### src/rtl/irq_ctrl_pkg.sv
// Package: shared widths, register offsets and the source-to-bit mapping
// for the interrupt controller. Assumes seven sources in a fixed order:
// timer, DMA0, DMA1, external 0..3.
package irq_ctrl_pkg;
    localparam int DATA_W = 16;
    localparam int ADDR_W = 8;
    localparam int LVL_W  = 3;
    localparam int NSRC   = 7;
    localparam int NTMR   = 3;
    localparam int IDX_W  = $clog2(NSRC);
    localparam int BPOS_W = 3;

    localparam logic [ADDR_W-1:0] ADR_EOI    = 8'h22;
    localparam logic [ADDR_W-1:0] ADR_POLL   = 8'h24;
    localparam logic [ADDR_W-1:0] ADR_PSTAT  = 8'h26;
    localparam logic [ADDR_W-1:0] ADR_MASK   = 8'h28;
    localparam logic [ADDR_W-1:0] ADR_THR    = 8'h2A;
    localparam logic [ADDR_W-1:0] ADR_INSERV = 8'h2C;
    localparam logic [ADDR_W-1:0] ADR_REQ    = 8'h2E;
    localparam logic [ADDR_W-1:0] ADR_STAT   = 8'h30;
    localparam logic [ADDR_W-1:0] ADR_CTL0   = 8'h32;

    // Bit position of source idx in the request/mask/in-service layout.
    function automatic int src_bitpos(input int idx);
        return (idx == 0) ? 0 : idx + 1;
    endfunction

    // Byte offset of the control register of source idx.
    function automatic logic [ADDR_W-1:0] ctl_addr(input int idx);
        return ADR_CTL0 + ADDR_W'(2 * idx);
    endfunction
endpackage

### src/rtl/irq_src_slot.sv
// Module: per-source state holder. Keeps one source's priority level, its
// single physical mask bit (written from the control register or the mask
// register) and its in-service bit. Assumes the two mask write paths are
// never enabled in the same cycle (they decode distinct offsets).
module irq_src_slot
    import irq_ctrl_pkg::*;
#(
    parameter logic             MASK_RST = 1'b1,
    parameter logic [LVL_W-1:0] LVL_RST  = '1
) (
    input  logic             clk,
    input  logic             rst_n,
    input  logic             ctl_we,
    input  logic [LVL_W:0]   ctl_wdata,
    input  logic             mask_we,
    input  logic             mask_wbit,
    input  logic             is_set,
    input  logic             is_clr,
    output logic             mask_o,
    output logic [LVL_W-1:0] lvl_o,
    output logic             inserv_o
);
    logic             mask_q;
    logic [LVL_W-1:0] lvl_q;
    logic             is_q;

    // Level and shared mask bit, loaded from either register view.
    always_ff @(posedge clk) begin
        if (!rst_n) begin
            mask_q <= MASK_RST;
            lvl_q  <= LVL_RST;
        end else if (ctl_we) begin
            mask_q <= ctl_wdata[LVL_W];
            lvl_q  <= ctl_wdata[LVL_W-1:0];
        end else if (mask_we) begin
            mask_q <= mask_wbit;
        end
    end

    // In-service bit: acknowledge sets it, end-of-interrupt clears it.
    always_ff @(posedge clk) begin
        if (!rst_n)      is_q <= 1'b0;
        else if (is_set) is_q <= 1'b1;
        else if (is_clr) is_q <= 1'b0;
    end

    assign mask_o   = mask_q;
    assign lvl_o    = lvl_q;
    assign inserv_o = is_q;
endmodule

### src/rtl/irq_req_stat.sv
// Module: request latches and status flags. Latches DMA/external request
// pulses, keeps the three timer request bits (whose OR is the timer
// request) and the DMA-halt flag. Assumes ack_src is one-hot or zero.
module irq_req_stat
    import irq_ctrl_pkg::*;
(
    input  logic            clk,
    input  logic            rst_n,
    input  logic [NTMR-1:0] tmr_pulse,
    input  logic [NSRC-2:0] src_pulse,
    input  logic [NSRC-1:0] ack_src,
    input  logic            stat_we,
    input  logic            stat_wr_dhlt,
    input  logic [NTMR-1:0] stat_wr_tmr,
    input  logic            nmi_evt,
    input  logic            iret_evt,
    output logic [NSRC-1:0] req_vec,
    output logic [NTMR-1:0] tmr_bits,
    output logic            dhlt
);
    logic [NTMR-1:0] tmr_q;
    logic [NTMR-1:0] tmr_n;
    logic            dhlt_q;

    // Latched request per non-timer source: a pulse sets it, an ack clears it.
    for (genvar i = 1; i < NSRC; i++) begin : g_req
        logic req_q;
        always_ff @(posedge clk) begin
            if (!rst_n)                req_q <= 1'b0;
            else if (src_pulse[i-1])   req_q <= 1'b1;
            else if (ack_src[i])       req_q <= 1'b0;
        end
        assign req_vec[i] = req_q;
    end

    // Next timer bits: software load, cleared by timer ack, pulses OR in last.
    always_comb begin
        tmr_n = stat_we ? stat_wr_tmr : tmr_q;
        if (ack_src[0]) tmr_n = '0;
        tmr_n = tmr_n | tmr_pulse;
    end

    // Timer request bit register.
    always_ff @(posedge clk) begin
        if (!rst_n) tmr_q <= '0;
        else        tmr_q <= tmr_n;
    end

    // DMA-halt flag: set by NMI or software, cleared by interrupt return.
    always_ff @(posedge clk) begin
        if (!rst_n)                               dhlt_q <= 1'b0;
        else if (nmi_evt || (stat_we && stat_wr_dhlt)) dhlt_q <= 1'b1;
        else if (iret_evt)                        dhlt_q <= 1'b0;
    end

    assign req_vec[0] = |tmr_q;
    assign tmr_bits   = tmr_q;
    assign dhlt       = dhlt_q;
endmodule

### src/rtl/irq_prio_arb.sv
// Module: priority resolver. Picks the eligible request with the lowest
// level (ties to the lower index), finds the best in-service level the
// same way, and raises cpu_int only if the request beats it strictly.
// Purely combinational; assumes registered inputs.
module irq_prio_arb
    import irq_ctrl_pkg::*;
(
    input  logic [NSRC-1:0]       req_vec,
    input  logic [NSRC-1:0]       mask_vec,
    input  logic [NSRC*LVL_W-1:0] lvl_flat,
    input  logic [NSRC-1:0]       inserv_vec,
    input  logic [LVL_W-1:0]      threshold,
    output logic                  win_valid,
    output logic [IDX_W-1:0]      win_idx,
    output logic [LVL_W-1:0]      win_lvl,
    output logic                  is_valid,
    output logic [IDX_W-1:0]      is_idx,
    output logic [LVL_W-1:0]      is_lvl,
    output logic                  cpu_int
);
    localparam logic [LVL_W:0] NONE = {1'b1, {LVL_W{1'b0}}};

    logic [LVL_W:0] best_req;
    logic [LVL_W:0] best_is;

    // Scan for the best eligible request and the best in-service source.
    always_comb begin
        logic [LVL_W-1:0] lv;
        best_req  = NONE;
        best_is   = NONE;
        win_idx   = '0;
        is_idx    = '0;
        win_valid = 1'b0;
        is_valid  = 1'b0;
        for (int i = 0; i < NSRC; i++) begin
            lv = lvl_flat[i*LVL_W +: LVL_W];
            if (req_vec[i] && !mask_vec[i] && (lv <= threshold)
                && ({1'b0, lv} < best_req)) begin
                best_req  = {1'b0, lv};
                win_idx   = IDX_W'(i);
                win_valid = 1'b1;
            end
            if (inserv_vec[i] && ({1'b0, lv} < best_is)) begin
                best_is  = {1'b0, lv};
                is_idx   = IDX_W'(i);
                is_valid = 1'b1;
            end
        end
    end

    assign win_lvl = best_req[LVL_W-1:0];
    assign is_lvl  = best_is[LVL_W-1:0];
    assign cpu_int = win_valid && (best_req < best_is);
endmodule

### src/rtl/irq_ctrl_core.sv
// Module: interrupt controller top. Decodes the register bus, holds the
// priority threshold, forms acknowledge and end-of-interrupt strobes and
// assembles read data. Assumes single-cycle bus accesses with read data
// sampled in the cycle of the read strobe.
module irq_ctrl_core
    import irq_ctrl_pkg::*;
#(
    parameter logic [LVL_W-1:0] THR_RST  = 3'd7,
    parameter logic             MASK_RST = 1'b1,
    parameter logic [LVL_W-1:0] LVL_RST  = 3'd7
) (
    input  logic              clk,
    input  logic              rst_n,
    input  logic              bus_sel,
    input  logic              bus_wr,
    input  logic              bus_rd,
    input  logic [ADDR_W-1:0] bus_addr,
    input  logic [DATA_W-1:0] bus_wdata,
    output logic [DATA_W-1:0] bus_rdata,
    input  logic [NTMR-1:0]   tmr_req,
    input  logic [1:0]        dma_req,
    input  logic [3:0]        ext_req,
    input  logic              int_ack,
    input  logic              nmi_evt,
    input  logic              iret_evt,
    output logic              cpu_int,
    output logic              dma_halt
);
    logic                  wr_en, rd_en;
    logic                  mask_we, stat_we, eoi_fire, poll_rd, ack_fire;
    logic [NSRC-1:0]       ctl_we;
    logic [NSRC-1:0]       req_vec, mask_vec, inserv_vec;
    logic [NSRC-1:0]       ack_onehot, eoi_onehot;
    logic [NSRC*LVL_W-1:0] lvl_flat;
    logic [LVL_W-1:0]      primask_q;
    logic                  win_valid, is_valid;
    logic [IDX_W-1:0]      win_idx, is_idx;
    logic [LVL_W-1:0]      win_lvl, is_lvl;
    logic [NTMR-1:0]       tmr_bits;
    logic                  dhlt;
    logic [DATA_W-1:0]     mask_word, req_word, is_word, poll_word;
    logic [BPOS_W-1:0]     win_bpos;
    logic                  unused_wbits;

    assign wr_en    = bus_sel && bus_wr;
    assign rd_en    = bus_sel && bus_rd;
    assign mask_we  = wr_en && (bus_addr == ADR_MASK);
    assign stat_we  = wr_en && (bus_addr == ADR_STAT);
    assign eoi_fire = wr_en && (bus_addr == ADR_EOI) && bus_wdata[DATA_W-1] && is_valid;
    assign poll_rd  = rd_en && (bus_addr == ADR_POLL);
    assign ack_fire = cpu_int && (int_ack || poll_rd);
    assign unused_wbits = ^bus_wdata[DATA_W-2:8];

    // One-hot acknowledge and end-of-interrupt strobes per source.
    always_comb begin
        ack_onehot = '0;
        eoi_onehot = '0;
        if (ack_fire) ack_onehot[win_idx] = 1'b1;
        if (eoi_fire) eoi_onehot[is_idx]  = 1'b1;
    end

    // Per-source slots; mask bit is taken from the source's bit position.
    for (genvar i = 0; i < NSRC; i++) begin : g_slot
        localparam int BP = src_bitpos(i);
        assign ctl_we[i] = wr_en && (bus_addr == ctl_addr(i));
        irq_src_slot #(.MASK_RST(MASK_RST), .LVL_RST(LVL_RST)) u_slot (
            .clk       (clk),
            .rst_n     (rst_n),
            .ctl_we    (ctl_we[i]),
            .ctl_wdata (bus_wdata[LVL_W:0]),
            .mask_we   (mask_we),
            .mask_wbit (bus_wdata[BP]),
            .is_set    (ack_onehot[i]),
            .is_clr    (eoi_onehot[i]),
            .mask_o    (mask_vec[i]),
            .lvl_o     (lvl_flat[i*LVL_W +: LVL_W]),
            .inserv_o  (inserv_vec[i])
        );
    end

    irq_req_stat u_req (
        .clk          (clk),
        .rst_n        (rst_n),
        .tmr_pulse    (tmr_req),
        .src_pulse    ({ext_req, dma_req}),
        .ack_src      (ack_onehot),
        .stat_we      (stat_we),
        .stat_wr_dhlt (bus_wdata[DATA_W-1]),
        .stat_wr_tmr  (bus_wdata[NTMR-1:0]),
        .nmi_evt      (nmi_evt),
        .iret_evt     (iret_evt),
        .req_vec      (req_vec),
        .tmr_bits     (tmr_bits),
        .dhlt         (dhlt)
    );

    irq_prio_arb u_arb (
        .req_vec    (req_vec),
        .mask_vec   (mask_vec),
        .lvl_flat   (lvl_flat),
        .inserv_vec (inserv_vec),
        .threshold  (primask_q),
        .win_valid  (win_valid),
        .win_idx    (win_idx),
        .win_lvl    (win_lvl),
        .is_valid   (is_valid),
        .is_idx     (is_idx),
        .is_lvl     (is_lvl),
        .cpu_int    (cpu_int)
    );

    // Priority threshold register.
    always_ff @(posedge clk) begin
        if (!rst_n)                                primask_q <= THR_RST;
        else if (wr_en && (bus_addr == ADR_THR))   primask_q <= bus_wdata[LVL_W-1:0];
    end

    // Spread per-source vectors onto the shared register bit layout.
    always_comb begin
        mask_word = '0;
        req_word  = '0;
        is_word   = '0;
        for (int i = 0; i < NSRC; i++) begin
            mask_word[src_bitpos(i)] = mask_vec[i];
            req_word[src_bitpos(i)]  = req_vec[i];
            is_word[src_bitpos(i)]   = inserv_vec[i];
        end
    end

    assign win_bpos  = (win_idx == '0) ? '0 : BPOS_W'(win_idx) + 1'b1;
    assign poll_word = {cpu_int, {(DATA_W-1-BPOS_W){1'b0}}, win_bpos};

    // Read data multiplexer; unknown offsets read zero.
    always_comb begin
        bus_rdata = '0;
        if (rd_en) begin
            case (bus_addr)
                ADR_POLL, ADR_PSTAT: bus_rdata = poll_word;
                ADR_MASK:   bus_rdata = mask_word;
                ADR_THR:    bus_rdata = DATA_W'(primask_q);
                ADR_INSERV: bus_rdata = is_word;
                ADR_REQ:    bus_rdata = req_word;
                ADR_STAT:   bus_rdata = {dhlt, {(DATA_W-1-NTMR){1'b0}}, tmr_bits};
                default: begin
                    for (int i = 0; i < NSRC; i++) begin
                        if (bus_addr == ctl_addr(i))
                            bus_rdata = DATA_W'({mask_vec[i], lvl_flat[i*LVL_W +: LVL_W]});
                    end
                end
            endcase
        end
    end

    assign dma_halt = dhlt;
endmodule

### config.mk
export PLATFORM = sky130hd
export DESIGN_NAME = irq_ctrl_core
export DESIGN_NICKNAME = d
export VERILOG_FILES = /design/src/rtl/irq_ctrl_pkg.sv /design/src/rtl/irq_src_slot.sv /design/src/rtl/irq_req_stat.sv /design/src/rtl/irq_prio_arb.sv /design/src/rtl/irq_ctrl_core.sv
export SDC_FILE = /design/constraint.sdc
export NUM_CORES = 1
export LEC_CHECK = 0
export BUFFER_PORTS_ARGS = -buffer_cell sky130_fd_sc_hd__buf_2
export CORE_MARGIN = 1
export CORE_UTILIZATION = 54
export DETAILED_ROUTE_END_ITERATION = 7
export PLACE_DENSITY = 0.78
export SYNTH_ARGS = -nofsm -noshare
export SYNTH_HDL_FRONTEND = slang
export SYNTH_SLANG_ARGS = --single-unit
### constraint.sdc
create_clock -name clk -period 13.32 [get_ports clk]
set_clock_uncertainty 0.15 [all_clocks]
set_input_delay 3.33 -clock clk [delete_from_list [all_inputs] [get_ports clk]]
set_output_delay 3.33 -clock clk [all_outputs]
set_load 0.1 [all_outputs]
; Word-level counts from Yosys, hierarchy flattened
; Index checks and enable logic that the tools add are counted.
[totals]
reg_bits = 48
input_bits = 41
out_inout_bits = 18
wordCells = 251
[classes]
add_sub_neg = 1
n_lt_le_gt_ge = 24
n_eq_ne = 15
muxes = 100
bitwise = 1
reduce_logical = 80
[op_table]
columns = operator, count
row1 = 8-bit by 6-bit == test with 1-bit output (second input constant), 15
row2 = 16-bit 2-to-1 mux, 7
row3 = 16-bit one-hot mux with 6 select lines, 1
row4 = 1-bit 2-to-1 mux, 60
row5 = 4-bit 2-to-1 mux, 15
row6 = 3-bit by 4-bit < comparator with 1-bit output, 12
row7 = 1-bit logical AND, 47
row8 = 2-bit nonzero test, 21
row9 = 3-bit 2-to-1 mux, 9
row10 = 3-bit <= comparator, 7
row11 = 7-bit 2-to-1 mux, 2
row12 = 3-bit by 4-bit < comparator with 1-bit output (second input constant), 2
row13 = 2-bit 2-to-1 mux, 4
row14 = 1-bit logical NOT, 7
row15 = 1-bit demux with 3-bit select, 2
row16 = 3-bit by 1-bit >= comparator with 1-bit output (second input constant), 2
row17 = 4-bit < comparator, 1
row18 = 3-bit by 1-bit adder with 3-bit output (second input constant), 1
row19 = 3-bit logical NOT, 1
row20 = 3-bit OR, 1
row21 = 3-bit OR reduction, 1
row22 = 1-bit logical OR, 2
row23 = 2-bit OR reduction, 1

; Logic depth before layout (Yosys ltp)
; Gate-level depths: netlist of the first run.
[depth]
depth_word = 29
depth_mapped = 53
mapped_depth_nobuf = 52

; Modules after synthesis
; Synthesis of the first run repeated with hierarchy kept, for this count alone.
[hier_totals]
cells_unflattened = 661
area_unflattened_um2 = 5101.1
[modules_own_cells]
columns = mod, n_inst, cells_each, area_each_um2, seq_area_each_um2
row1 = irq_prio_arb, 1, 311, 2169.6, 0.0
row2 = irq_src_slot, 7, 18, 188.9, 100.1
row3 = irq_ctrl_core, 1, 181, 1188.6, 60.1
row4 = irq_req_stat, 1, 43, 420.4, 200.2

; Least setup slack after synthesis of the first run
; Ideal clock, no wire load.
[synth_path]
path_type = reg2out
start = register primask_q[1]
end = output bus_rdata[15]
t_arrival_ps = 11554
required_time_ps = 9840
slack_ps = -1714
path_stages_with_launch = 50
n_path_buf = 0
cell_sequence = dfxtp_1 > inv_1 > ha_1 > a211oi_1 > o21a_1 > nand2_1 > ha_1 > a21oi_1 > nand2_1 > a21o_1 > mux2i_1 > inv_1 > ha_1 > o21ai_0 > nand2b_1 > a31oi_1 > mux2i_1 > ha_1 > [... 14 more ...] > a31o_2 > mux2i_1 > ha_1 > a21oi_1 > o21a_1 > o21ai_0 > o31ai_4 > o21ai_0 > ha_1 > a211oi_1 > nand2_1 > a31oi_1 > o211ai_1 > a31oi_1 > o41ai_1 > nand2b_1 > a22oi_1 > nor2_1
[synth_via]
elab_chain_cells = 25
word_cells_on_any_way = 44
cone_classes = order compare: 14 / mux: 16 / reduce/logical: 14
[synth_lines]
columns = item, line_no
row1 = "start, declared", irq_ctrl_core.sv:35  ; logic [LVL_W-1:0] primask_q;
row2 = "start signal, assigned", irq_ctrl_core.sv:115  ; else if (wr_en && (bus_addr == ADR_THR)) primask_q <= bus_wdata[LVL_W-1:0];
row3 = 3-bit <= comparator, irq_prio_arb.sv:37  ; if (req_vec[i] && !mask_vec[i] && (lv <= threshold)
row4 = 1-bit logical AND, irq_prio_arb.sv:37
row5 = 4-bit 2-to-1 mux, irq_prio_arb.sv:37
row6 = 3-bit by 4-bit < comparator with 1-bit output, irq_prio_arb.sv:38  ; && ({1'b0, lv} < best_req)) begin
row7 = 1-bit logical AND, irq_prio_arb.sv:38
row8 = 4-bit 2-to-1 mux, irq_prio_arb.sv:37
row9 = 3-bit by 4-bit < comparator with 1-bit output, irq_prio_arb.sv:38
row10 = 1-bit logical AND, irq_prio_arb.sv:38
row11 = [... 10 more ...], n/a
row12 = 3-bit by 4-bit < comparator with 1-bit output, irq_prio_arb.sv:38
row13 = 1-bit logical AND, irq_prio_arb.sv:38
row14 = 4-bit 2-to-1 mux, irq_prio_arb.sv:37
row15 = 4-bit < comparator, irq_prio_arb.sv:53  ; assign cpu_int = win_valid && (best_req < best_is);
row16 = 1-bit logical AND (*), irq_prio_arb.sv:53
row17 = named net cpu_int, irq_ctrl_core.sv:26  ; output logic cpu_int,
row18 = 16-bit one-hot mux with 6 select lines (*), irq_ctrl_core.sv:137  ; case (bus_addr)
row19 = 16-bit 2-to-1 mux (*), irq_ctrl_core.sv:136  ; if (rd_en) begin
row20 = "end, declared", irq_ctrl_core.sv:19  ; output logic [DATA_W-1:0] bus_rdata,
; Mark *: on every way through the listed nets, which the timed path passes. The rest lies on a longest branch.

; Worst setup path in the final report of the first run
[layout_path]
start = register primask_q[1]
end = output bus_rdata[15]
[layout_via]
elab_chain_cells = 25
word_cells_on_any_way = 44
cone_classes = order compare: 14 / mux: 16 / reduce/logical: 14
[layout_lines]
columns = item, line_no
row1 = 3-bit <= comparator, irq_prio_arb.sv:37
row2 = 1-bit logical AND, irq_prio_arb.sv:37
row3 = 4-bit 2-to-1 mux, irq_prio_arb.sv:37
row4 = 3-bit by 4-bit < comparator with 1-bit output, irq_prio_arb.sv:38
row5 = 1-bit logical AND, irq_prio_arb.sv:38
row6 = 4-bit 2-to-1 mux, irq_prio_arb.sv:37
row7 = 3-bit by 4-bit < comparator with 1-bit output, irq_prio_arb.sv:38
row8 = 1-bit logical AND, irq_prio_arb.sv:38
row9 = [... 9 more ...], n/a
row10 = 4-bit 2-to-1 mux, irq_prio_arb.sv:37
row11 = 3-bit by 4-bit < comparator with 1-bit output, irq_prio_arb.sv:38
row12 = 1-bit logical AND, irq_prio_arb.sv:38
row13 = 4-bit 2-to-1 mux, irq_prio_arb.sv:37
row14 = 4-bit < comparator, irq_prio_arb.sv:53
row15 = 1-bit logical AND (*), irq_prio_arb.sv:53
row16 = 16-bit one-hot mux with 6 select lines (*), irq_ctrl_core.sv:137
row17 = 16-bit 2-to-1 mux (*), irq_ctrl_core.sv:136
; Every way passes the cells marked *; elsewhere a longest branch is shown, timed or not.

==> results of run 1 <==
[routing by layer]
layer	up-vias	track usage, %	share of wire [%]
li1	2636	-	-
met1	2768	46.7	37
met2	492	60.3	45
met3	132	5.32	11
met4	0	16.3	6.2
met5	-	0	0
[synth_stat cells (14+ instances only)]
cell type  instances  area [sq um]
clkbuf_1          21          78.8
inv_1             46           173
o21a_1            16           120
mux2i_1           33           330
ha_1              50           626
nand2_1           85           319
dfxtp_1           48           961
a21oi_1           25           125
nor2_1            51           191
nand3_1           32           160
a31oi_1           14          87.6
o21ai_0           37           185
[final timing paths]
check	startpoint	end	slack [ns]	depth (start not counted)
min	u_req.g_req[4].req_q	u_req.g_req[4].req_q	0.33	2
max reg2reg	primask_q[1]	u_req.tmr_bits[1]	1.60	60
min reg2reg	u_req.g_req[4].req_q	u_req.g_req[4].req_q	0.33	2
max	primask_q[1]	bus_rdata[15]	-0.65	51
[layout make-up]
type / instances / area [sq um]
clock inverter: 3 / 90.1
timing repair buffer: 119 / 870
tap: 108 / 135
sequential: 48 / 963
inverter: 47 / 181
multi-input combinational: 539 / 4080
fill: 624 / 2370
clock buffer: 5 / 68.8
[power by group through the flow]
stage | clock network [mW] | registers, mW | logic (mW)
after floorplan | 0 | 0.152 | 0.0273
after global placement | 0 | 0.152 | 0.0378
after detailed placement | 0 | 0.152 | 0.0384
after CTS | 0.147 | 0.149 | 0.0388
after global routing | 0.156 | 0.149 | 0.0429
final | 0.151 | 0.149 | 0.0411
[what timing repair did]
| action | CTS | global route |
|---|---|---|
| pin swaps | 14 | 35 |
| setup endpoints to repair | 5 | 5 |
| buffers inserted | 24 | 16 |
| cloned | 0 | 0 |
| gates resized for setup | 24 | 54 |
[state kept, by name (all words and copies together) (netlist names)]
signal and cells:
u_req.g_req.req_q 6, u_req.tmr_bits 3, g_slot.u_slot.lvl_o 21, g_slot.u_slot.inserv_o 7, u_req.dhlt 1, primask_q 3
g_slot.u_slot.mask_o 7
[logic make-up after synthesis]
group                      after synthesis  share of synthesized area [%]
buffers and inverters                   78                           6.62
muxes                                   44                           9.21
adders and majority gates               50                           12.7
other                                    1                         0.0761
AOI/OAI and AO/OA                      197                           28.6
and+or+nand+nor                        241                           23.3
DFF                                     48                           19.5
[worst register-to-register path, delay by kind of cell, from the launching register on]
kind / cells / cell delay (ns)
simple gates: 8 / 1.33
fa+ha+maj: 8 / 1.98
mux: 5 / 1.39
flops: 1 / 0.36
compound gates: 24 / 4.92
buf+inv: 15 / 1.49
[stage by stage]
stage	utilization (%)	TNS (ns)	setup slack [ns]	power, mW	hold slack, ns
detailed placement	63.5	-0.479	-0.209	0.190	0.300
global route	72.9	-3.87	-1.20	0.348	0.364
floorplan	-	0	0.0302	0.180	0.283
global placement	63.5	-0.0182	-0.0182	0.190	0.299
CTS	68.4	0	0.00192	0.335	0.322
finish	72.9	-1.70	-0.652	0.341	0.331
==> impl_metrics.toml, run 1 <==
[timing]
period_minus_slack_ns = 13.97
rsz0062_at_grt = "true"
hold_viol = 0
period_share_pct = 105
worstMarginPinSlew_ns = 1.25
maxSlewViolCount = 0
setup_viol = 5
setup_slack_ns = -0.652
max_slew_margin_pct = 15.5
clock.fmax_ghz = 0.0716

[floorplan]
io_pins = 59
rows = 34
design.core.area_sq_mm = 0.00876
dieWidth_um = 97.5
die-area_sq_mm = 0.00952
die_h_um = 97.5
start_util_pct = 56.3

[clock_network]
clkLatencyLatePin_ns = 0.32
clock_tree.buffer_depth = 2
htree_levels = 2
clock_sinks = 48
root_buffer = "clkbuf_8"
numCtsBuffers = 5
hold_buffers = 0
cts_tree = "done"
clkTransAtPathRegs_ns = 0.10

[setup_path]
start_kind = "register"
critical_path_arrival_ns = 10.49
crit_buf_inv = 6
max_stage_delay_ns = 0.41
critPathCaptureType = "output pin"
critPathRequiredTime_ns = 9.84
cp_top_family = "compound AO/OA/AOI/OAI gates"
path_class = "reg2out"
critPathMaxFanout = 4
crit_top_cell = "ha_4"
cp_slowest_cell = "a221o_1"

[run]
max-cap-violations = 0

[global_route]
grt_pass1_wl_um = 27700
grt_max_degree = 46
antenna_found_initial = 0
globalRouteOverflowTotal = 0
grt_pass1_vias = 5605
grtUsageTotal_pct = 36.4

[layout]
final_cell_mix = "nand2_1, buf_4, nor2_1"
drive_gt1_share_pct = 29.0
fin_area_sq_mm = 0.00639
diodes = 0
fin_nets = 851
layout_commonest_cell = "nand2_1"
fin_cells = 869
syn_to_final_growth_pct = 29.7

[synthesis]
avgSynthCellArea_sq_um = 7.48
synth_edf_count = 0
synth_cell_type_count = 71
ys_warn_count = 0
synth_ff_type = "dfxtp_1"
synth.yosys.seq_area_share_pct = 19.5
synth_area_sq_mm = 0.00493
ys_seq_elements = 48
ys_async_sr_fraction_pct = 0
synthCells = 659

[power]
p_seq_share_pct = 43.7
peakVddDrop_uv = 59.5
pwr-share-comb_pct = 12.1
switching_share_pct = 26.3
p_switching_mw = 0.0894
clkPwrFrac_pct = 44.2
pwr_density_cell_mw_per_mm2 = 53.3
p_leak_nw = 2.62
intPower_mw = 0.251

[worst_hold_path]
hp-class = "reg2reg"

[routing]
drc = 0
vias = 6028
drt_iter0_drc = 633
viasPerCell = 6.94
routed_wl_um = 19200
drt_first_pass_iters = 8
ant_nets = 0
wl_per_cell_um = 22.1

[status]
run_status = "complete, but fails checks"
violations = "setup timing"

[placement]
routabilityCongestion = 1.02
dpl.hpwl_um = 12500
placed_cells = 821
port_buffers = 44
placed_cell_area_sq_mm = 0.00556
Power figures use the tool's default switching activity.
==> run 2, diff against run 1 <==
--- a/config.mk
+++ b/config.mk
@@ -7,9 +7,9 @@
 export LEC_CHECK = 0
 export BUFFER_PORTS_ARGS = -buffer_cell sky130_fd_sc_hd__buf_2
 export CORE_MARGIN = 1
-export CORE_UTILIZATION = 54
+export CORE_UTILIZATION = 61
 export DETAILED_ROUTE_END_ITERATION = 7
-export PLACE_DENSITY = 0.78
+export PLACE_DENSITY = 0.83
 export SYNTH_ARGS = -nofsm -noshare
 export SYNTH_HDL_FRONTEND = slang
 export SYNTH_SLANG_ARGS = --single-unit
==> constraint.sdc (replaced) <==
create_clock -name clk -period 16.77 [get_ports clk]
set_clock_uncertainty 0.15 [all_clocks]
set_input_delay 4.1925 -clock clk [delete_from_list [all_inputs] [get_ports clk]]
set_output_delay 4.1925 -clock clk [all_outputs]
set_load 0.1 [all_outputs]
==> impl_metrics.toml, run 2 (synthesis gave the netlist of run 1 again) <==
[global_route]
grt_max_degree = 46
busiest_layer = "met2"
use_met2_pct = 63.2
antenna_found_initial = 0
grtUsageTotal_pct = 37.5
grt_pass1_wl_um = 24900
use_met1_pct = 47.0
use_met3_pct = 6.47
grt_pass1_vias = 4995
globalRouteOverflowTotal = 0

[setup_path]
crit_top_cell = "ha_1"
path_class = "reg2out"
start_kind = "register"
critPathCaptureType = "output pin"
critical_path_arrival_ns = 11.64
max_stage_delay_ns = 0.49
cp_slowest_cell = "a221o_1"
critPathMaxFanout = 7
critPathRequiredTime_ns = 12.43

[timing]
timing.hold.ws_ns = 0.326
setup_viol = 0
rsz0062_at_grt = "false"
period_minus_slack_ns = 15.98
max_slew_margin_pct = 25.6
clock.fmax_ghz = 0.0626
period_share_pct = 95.3
maxSlewViolCount = 0
hold_viol = 0
worstMarginPinSlew_ns = 1.10
final.setup.tns_ns = 0

[power]
pwr_density_cell_mw_per_mm2 = 41.3
p_leak_nw = 2.23
p_total_mw = 0.219
peakVddDrop_uv = 41.1

[layout]
diodes = 0
syn_to_final_growth_pct = 7.54
layout_commonest_cell = "nand2_1"
fin_util_pct = 68.3
drive_gt1_share_pct = 12.7
fin_cells = 794
fillers = 682
final_cell_mix = "nand2_1, nor2_1, ha_1"
largest_reg_flops = 21
fin_nets = 783

[clock_network]
htree_levels = 2
numCtsBuffers = 5
clkTransAtPathRegs_ns = 0.09
cts_tree = "done"
hold_buffers = 0
root_buffer = "clkbuf_8"
clkLatencyLatePin_ns = 0.31
clock_sinks = 48
clock_tree.buffer_depth = 2

[floorplan]
io_pins = 59
dieWidth_um = 91.9
die_h_um = 91.9
die-area_sq_mm = 0.00844
design.core.area_sq_mm = 0.00777
rows = 32
start_util_pct = 63.5

[run]
max-cap-violations = 0

[routing]
drt_iter0_drc = 402
vias = 5382
viasPerCell = 6.78
drc = 0
routed_wl_um = 15900
wl_per_cell_um = 20.0
ant_nets = 0
drt_first_pass_iters = 6

[worst_hold_path]
hp-class = "reg2reg"

[placement]
placed_cells = 782
dpl.hpwl_um = 12000
routabilityCongestion = 1.01
port_buffers = 44

[status]
run_status = "finished, final reports clean"
-- run 2: what timing repair did --
| item | in CTS | in global routing |
|---|---|---|
| setup endpoints to repair | 0 | 2 |
| resized for setup | 0 | 5 |
| setup buffers | 0 | 5 |
-- run 2: layer usage --
layer | up-vias | wire, um
met5 | - | 0
met4 | 0 | 648
met3 | 72 | 1820
met2 | 373 | 7140
met1 | 2442 | 6300
li1 | 2495 | -
-- run 2: power breakdown --
part / switching [mW] / internal [mW] / leakage [nW]
Clock: 0.0414 / 0.0285 / 0.0410
Combinational: 0.0228 / 0.00796 / 1.79
Sequential: 0.00200 / 0.116 / 0.391
Total: 0.0662 / 0.153 / 2.23
-- run 2: critical path: cells and delay by family, from the launching register on --
| kind | cells | cell delay (ns) |
|---|---|---|
| mux | 5 | 1.47 |
| buf+inv | 6 | 1.01 |
| fa+ha+maj | 8 | 2.14 |
| compound gates | 25 | 5.40 |
| simple gates | 7 | 0.95 |
| flops | 1 | 0.34 |
-- run 2: final cells by class --
cell class,count,area (sq um),area share (%)
Clock buffer,6,72.6,1.37
Timing Repair Buffer,51,275,5.19
Inverter,47,180,3.40
Clock inverter,1,5.00,0.0944
Tap cell,102,128,2.41
Multi-Input combinational cell,539,3680,69.4
Sequential cell,48,961,18.1
-- run 2: final timing paths --
check                              end  slack (ns)  cells past startpoint                  from
hold reg to reg   u_req.g_req[4].req_q        0.33                      2  u_req.g_req[4].req_q
setup / recovery         bus_rdata[15]        0.79                     51          primask_q[2]
hold / removal    u_req.g_req[4].req_q        0.33                      2  u_req.g_req[4].req_q
setup reg to reg     u_req.tmr_bits[1]        4.91                     48          primask_q[2]
-- run 2: stage by stage --
step,instance area (sq um),worst slack (ns)
global route,5300,0.0910
global placement,5160,1.10
floorplan,4950,0.874
finish,5300,0.787
CTS,5240,0.461
detailed placement,5160,0.876
==> run 3, diff against run 2 <==
--- a/config.mk
+++ b/config.mk
@@ -7,9 +7,10 @@
 export LEC_CHECK = 0
 export BUFFER_PORTS_ARGS = -buffer_cell sky130_fd_sc_hd__buf_2
 export CORE_MARGIN = 1
-export CORE_UTILIZATION = 61
+export CORE_UTILIZATION = 60
 export DETAILED_ROUTE_END_ITERATION = 7
-export PLACE_DENSITY = 0.83
+export GPL_ROUTABILITY_DRIVEN = 0
+export PLACE_DENSITY = 0.82
 export SYNTH_ARGS = -nofsm -noshare
 export SYNTH_HDL_FRONTEND = slang
 export SYNTH_SLANG_ARGS = --single-unit
==> constraint.sdc (replaced) <==
create_clock -name clk -period 15.2 [get_ports clk]
set_clock_uncertainty 0.15 [all_clocks]
set_input_delay 3.8 -clock clk [delete_from_list [all_inputs] [get_ports clk]]
set_output_delay 3.8 -clock clk [all_outputs]
set_load 0.1 [all_outputs]
==> impl_metrics.toml, run 3 (synthesis gave the netlist of run 1 again) <==
[global_route]
grt_pass1_wl_um = 25400
grt_max_degree = 46
globalRouteOverflowTotal = 0
antenna_found_initial = 0
grtUsageTotal_pct = 37.6
grt_pass1_vias = 5271

[worst_hold_path]
hp-class = "reg2reg"

[placement]
dp_slack_ns = 0.205
port_buffers = 44
dpl.hpwl_um = 11900

[clock_network]
cts_tree = "done"
root_buffer = "clkbuf_8"
clock_tree.buffer_depth = 2
numCtsBuffers = 5
clkLatencyLatePin_ns = 0.31
clock_sinks = 48
hold_buffers = 0
htree_levels = 2
clkTransAtPathRegs_ns = 0.10

[routing]
wl_per_cell_um = 20.1
routed_wl_um = 16100
drt_iter0_drc = 509
drt_first_pass_iters = 5
viasPerCell = 6.90
vias = 5539
ant_nets = 0
drc = 0

[layout]
fin_nets = 791
layout_commonest_cell = "nand2_1"
fillers = 652
largest_reg_flops = 21
diodes = 0
final_cell_mix = "nand2_1, nor2_1, ha_1"
syn_to_final_growth_pct = 11.4
drive_gt1_share_pct = 15.4

[setup_path]
critPathRequiredTime_ns = 11.25
r2r-end = "u_req.tmr_bits[0]"
startpoint = "primask_q[1]"
endpoint = "bus_rdata[1]"
crit_top_cell = "ha_1"
path_class = "reg2out"
critPathCaptureType = "output pin"
max_stage_delay_ns = 0.46
r2r_slack_ns = 3.98
critical_path_arrival_ns = 10.91
r2r_start = "primask_q[1]"
start_kind = "register"
cp_slowest_cell = "buf_2"
critPathMaxFanout = 5
reg2reg_depth = 49

[timing]
setup_viol = 0
maxSlewViolCount = 0
worstMarginPinSlew_ns = 1.11
period_minus_slack_ns = 14.86
period_share_pct = 97.7
max_slew_margin_pct = 25.2
hold_viol = 0
setup_slack_ns = 0.345
clock.fmax_ghz = 0.0673

[power]
p_total_mw = 0.270
peakVddDrop_uv = 41.0
p_leak_nw = 2.29
pwr_density_cell_mw_per_mm2 = 49.2

[floorplan]
dieWidth_um = 92.6
design.core.area_sq_mm = 0.00785
io_pins = 59
die-area_sq_mm = 0.00858
rows = 32
die_h_um = 92.6
start_util_pct = 62.8

[status]
run_status = "finished, final reports clean"

[run]
max-cap-violations = 0
## run 3: changes by cell type in the layout (fill, tap and decap cells not counted), moves of 3 or more
cell,before,now
mux2i_1,33,28
mux2i_2,0,3
o21ai_1,4,9
buf_4,8,15
o21ai_0,37,32
## run 3: metrics by stage
stage	util [%]	hold WS, ns	TNS, ns	cell area, sq um	instances
2_1_floorplan	-	0.283	0	4950	665
3_3_place_gp	66.5	0.309	0	5220	785
3_5_place_dp	66.5	0.316	0	5220	785
4_1_cts	68.4	0.330	0	5370	795
5_1_grt	70.0	0.353	-0.256	5490	803
6_report	70.0	0.340	0	5490	803
## run 3: worst min-delay path by stage
stage | to | cells past startpoint | from | slack (ns)
global placement | u_req.g_req[4].req_q | 2 | u_req.g_req[4].req_q | 0.31
detailed placement | u_req.g_req[5].req_q | 2 | u_req.g_req[5].req_q | 0.32
finish | u_req.g_req[5].req_q | 2 | u_req.g_req[5].req_q | 0.34
floorplan | u_req.g_req[4].req_q | 2 | u_req.g_req[4].req_q | 0.28
CTS | u_req.g_req[4].req_q | 2 | u_req.g_req[4].req_q | 0.33
global route | u_req.g_req[4].req_q | 2 | u_req.g_req[4].req_q | 0.35
## run 3: worst max-delay path, delay by kind of cell, from the launching register on
kind,cells,cell delay [ns]
flip-flops,1,0.36
AND/OR/NAND/NOR,7,0.95
buffers and inverters,8,1.04
adder cells (fa/ha/maj),8,2.42
multiplexers,5,1.40
AO/OA/AOI/OAI,21,4.41
## run 3: area by class of cell
class                      count  area [sq um]  share of cell area [%]
clock buffer                   7          96.3                    1.75
clock inverter                 1          30.0                   0.547
inverter                      47           176                    3.21
multi-input combinational    539          3740                    68.1
sequential                    48           961                    17.5
tap                          102           128                    2.32
timing repair buffer          59           363                    6.61
## run 3: layer usage
layer | share of wire, % | global-route usage, % | vias up
met3 | 12 | 7.31 | 96
met5 | 0 | 0 | -
met2 | 44 | 60.1 | 396
li1 | - | - | 2525
met1 | 39 | 47.9 | 2522
met4 | 5.3 | 20.0 | 0
## run 3: where the power goes
group / switching (mW) / internal, mW / total, mW
clock: 0.0475 / 0.0582 / 0.106
sequential: 0.00228 / 0.128 / 0.130
combinational: 0.0255 / 0.00887 / 0.0344
## run 3: what timing repair did
item	in CTS	in global routing
pin swaps	1	5
resized for setup	1	19
endpoints found under the setup margin	3	5
buffers inserted	2	8
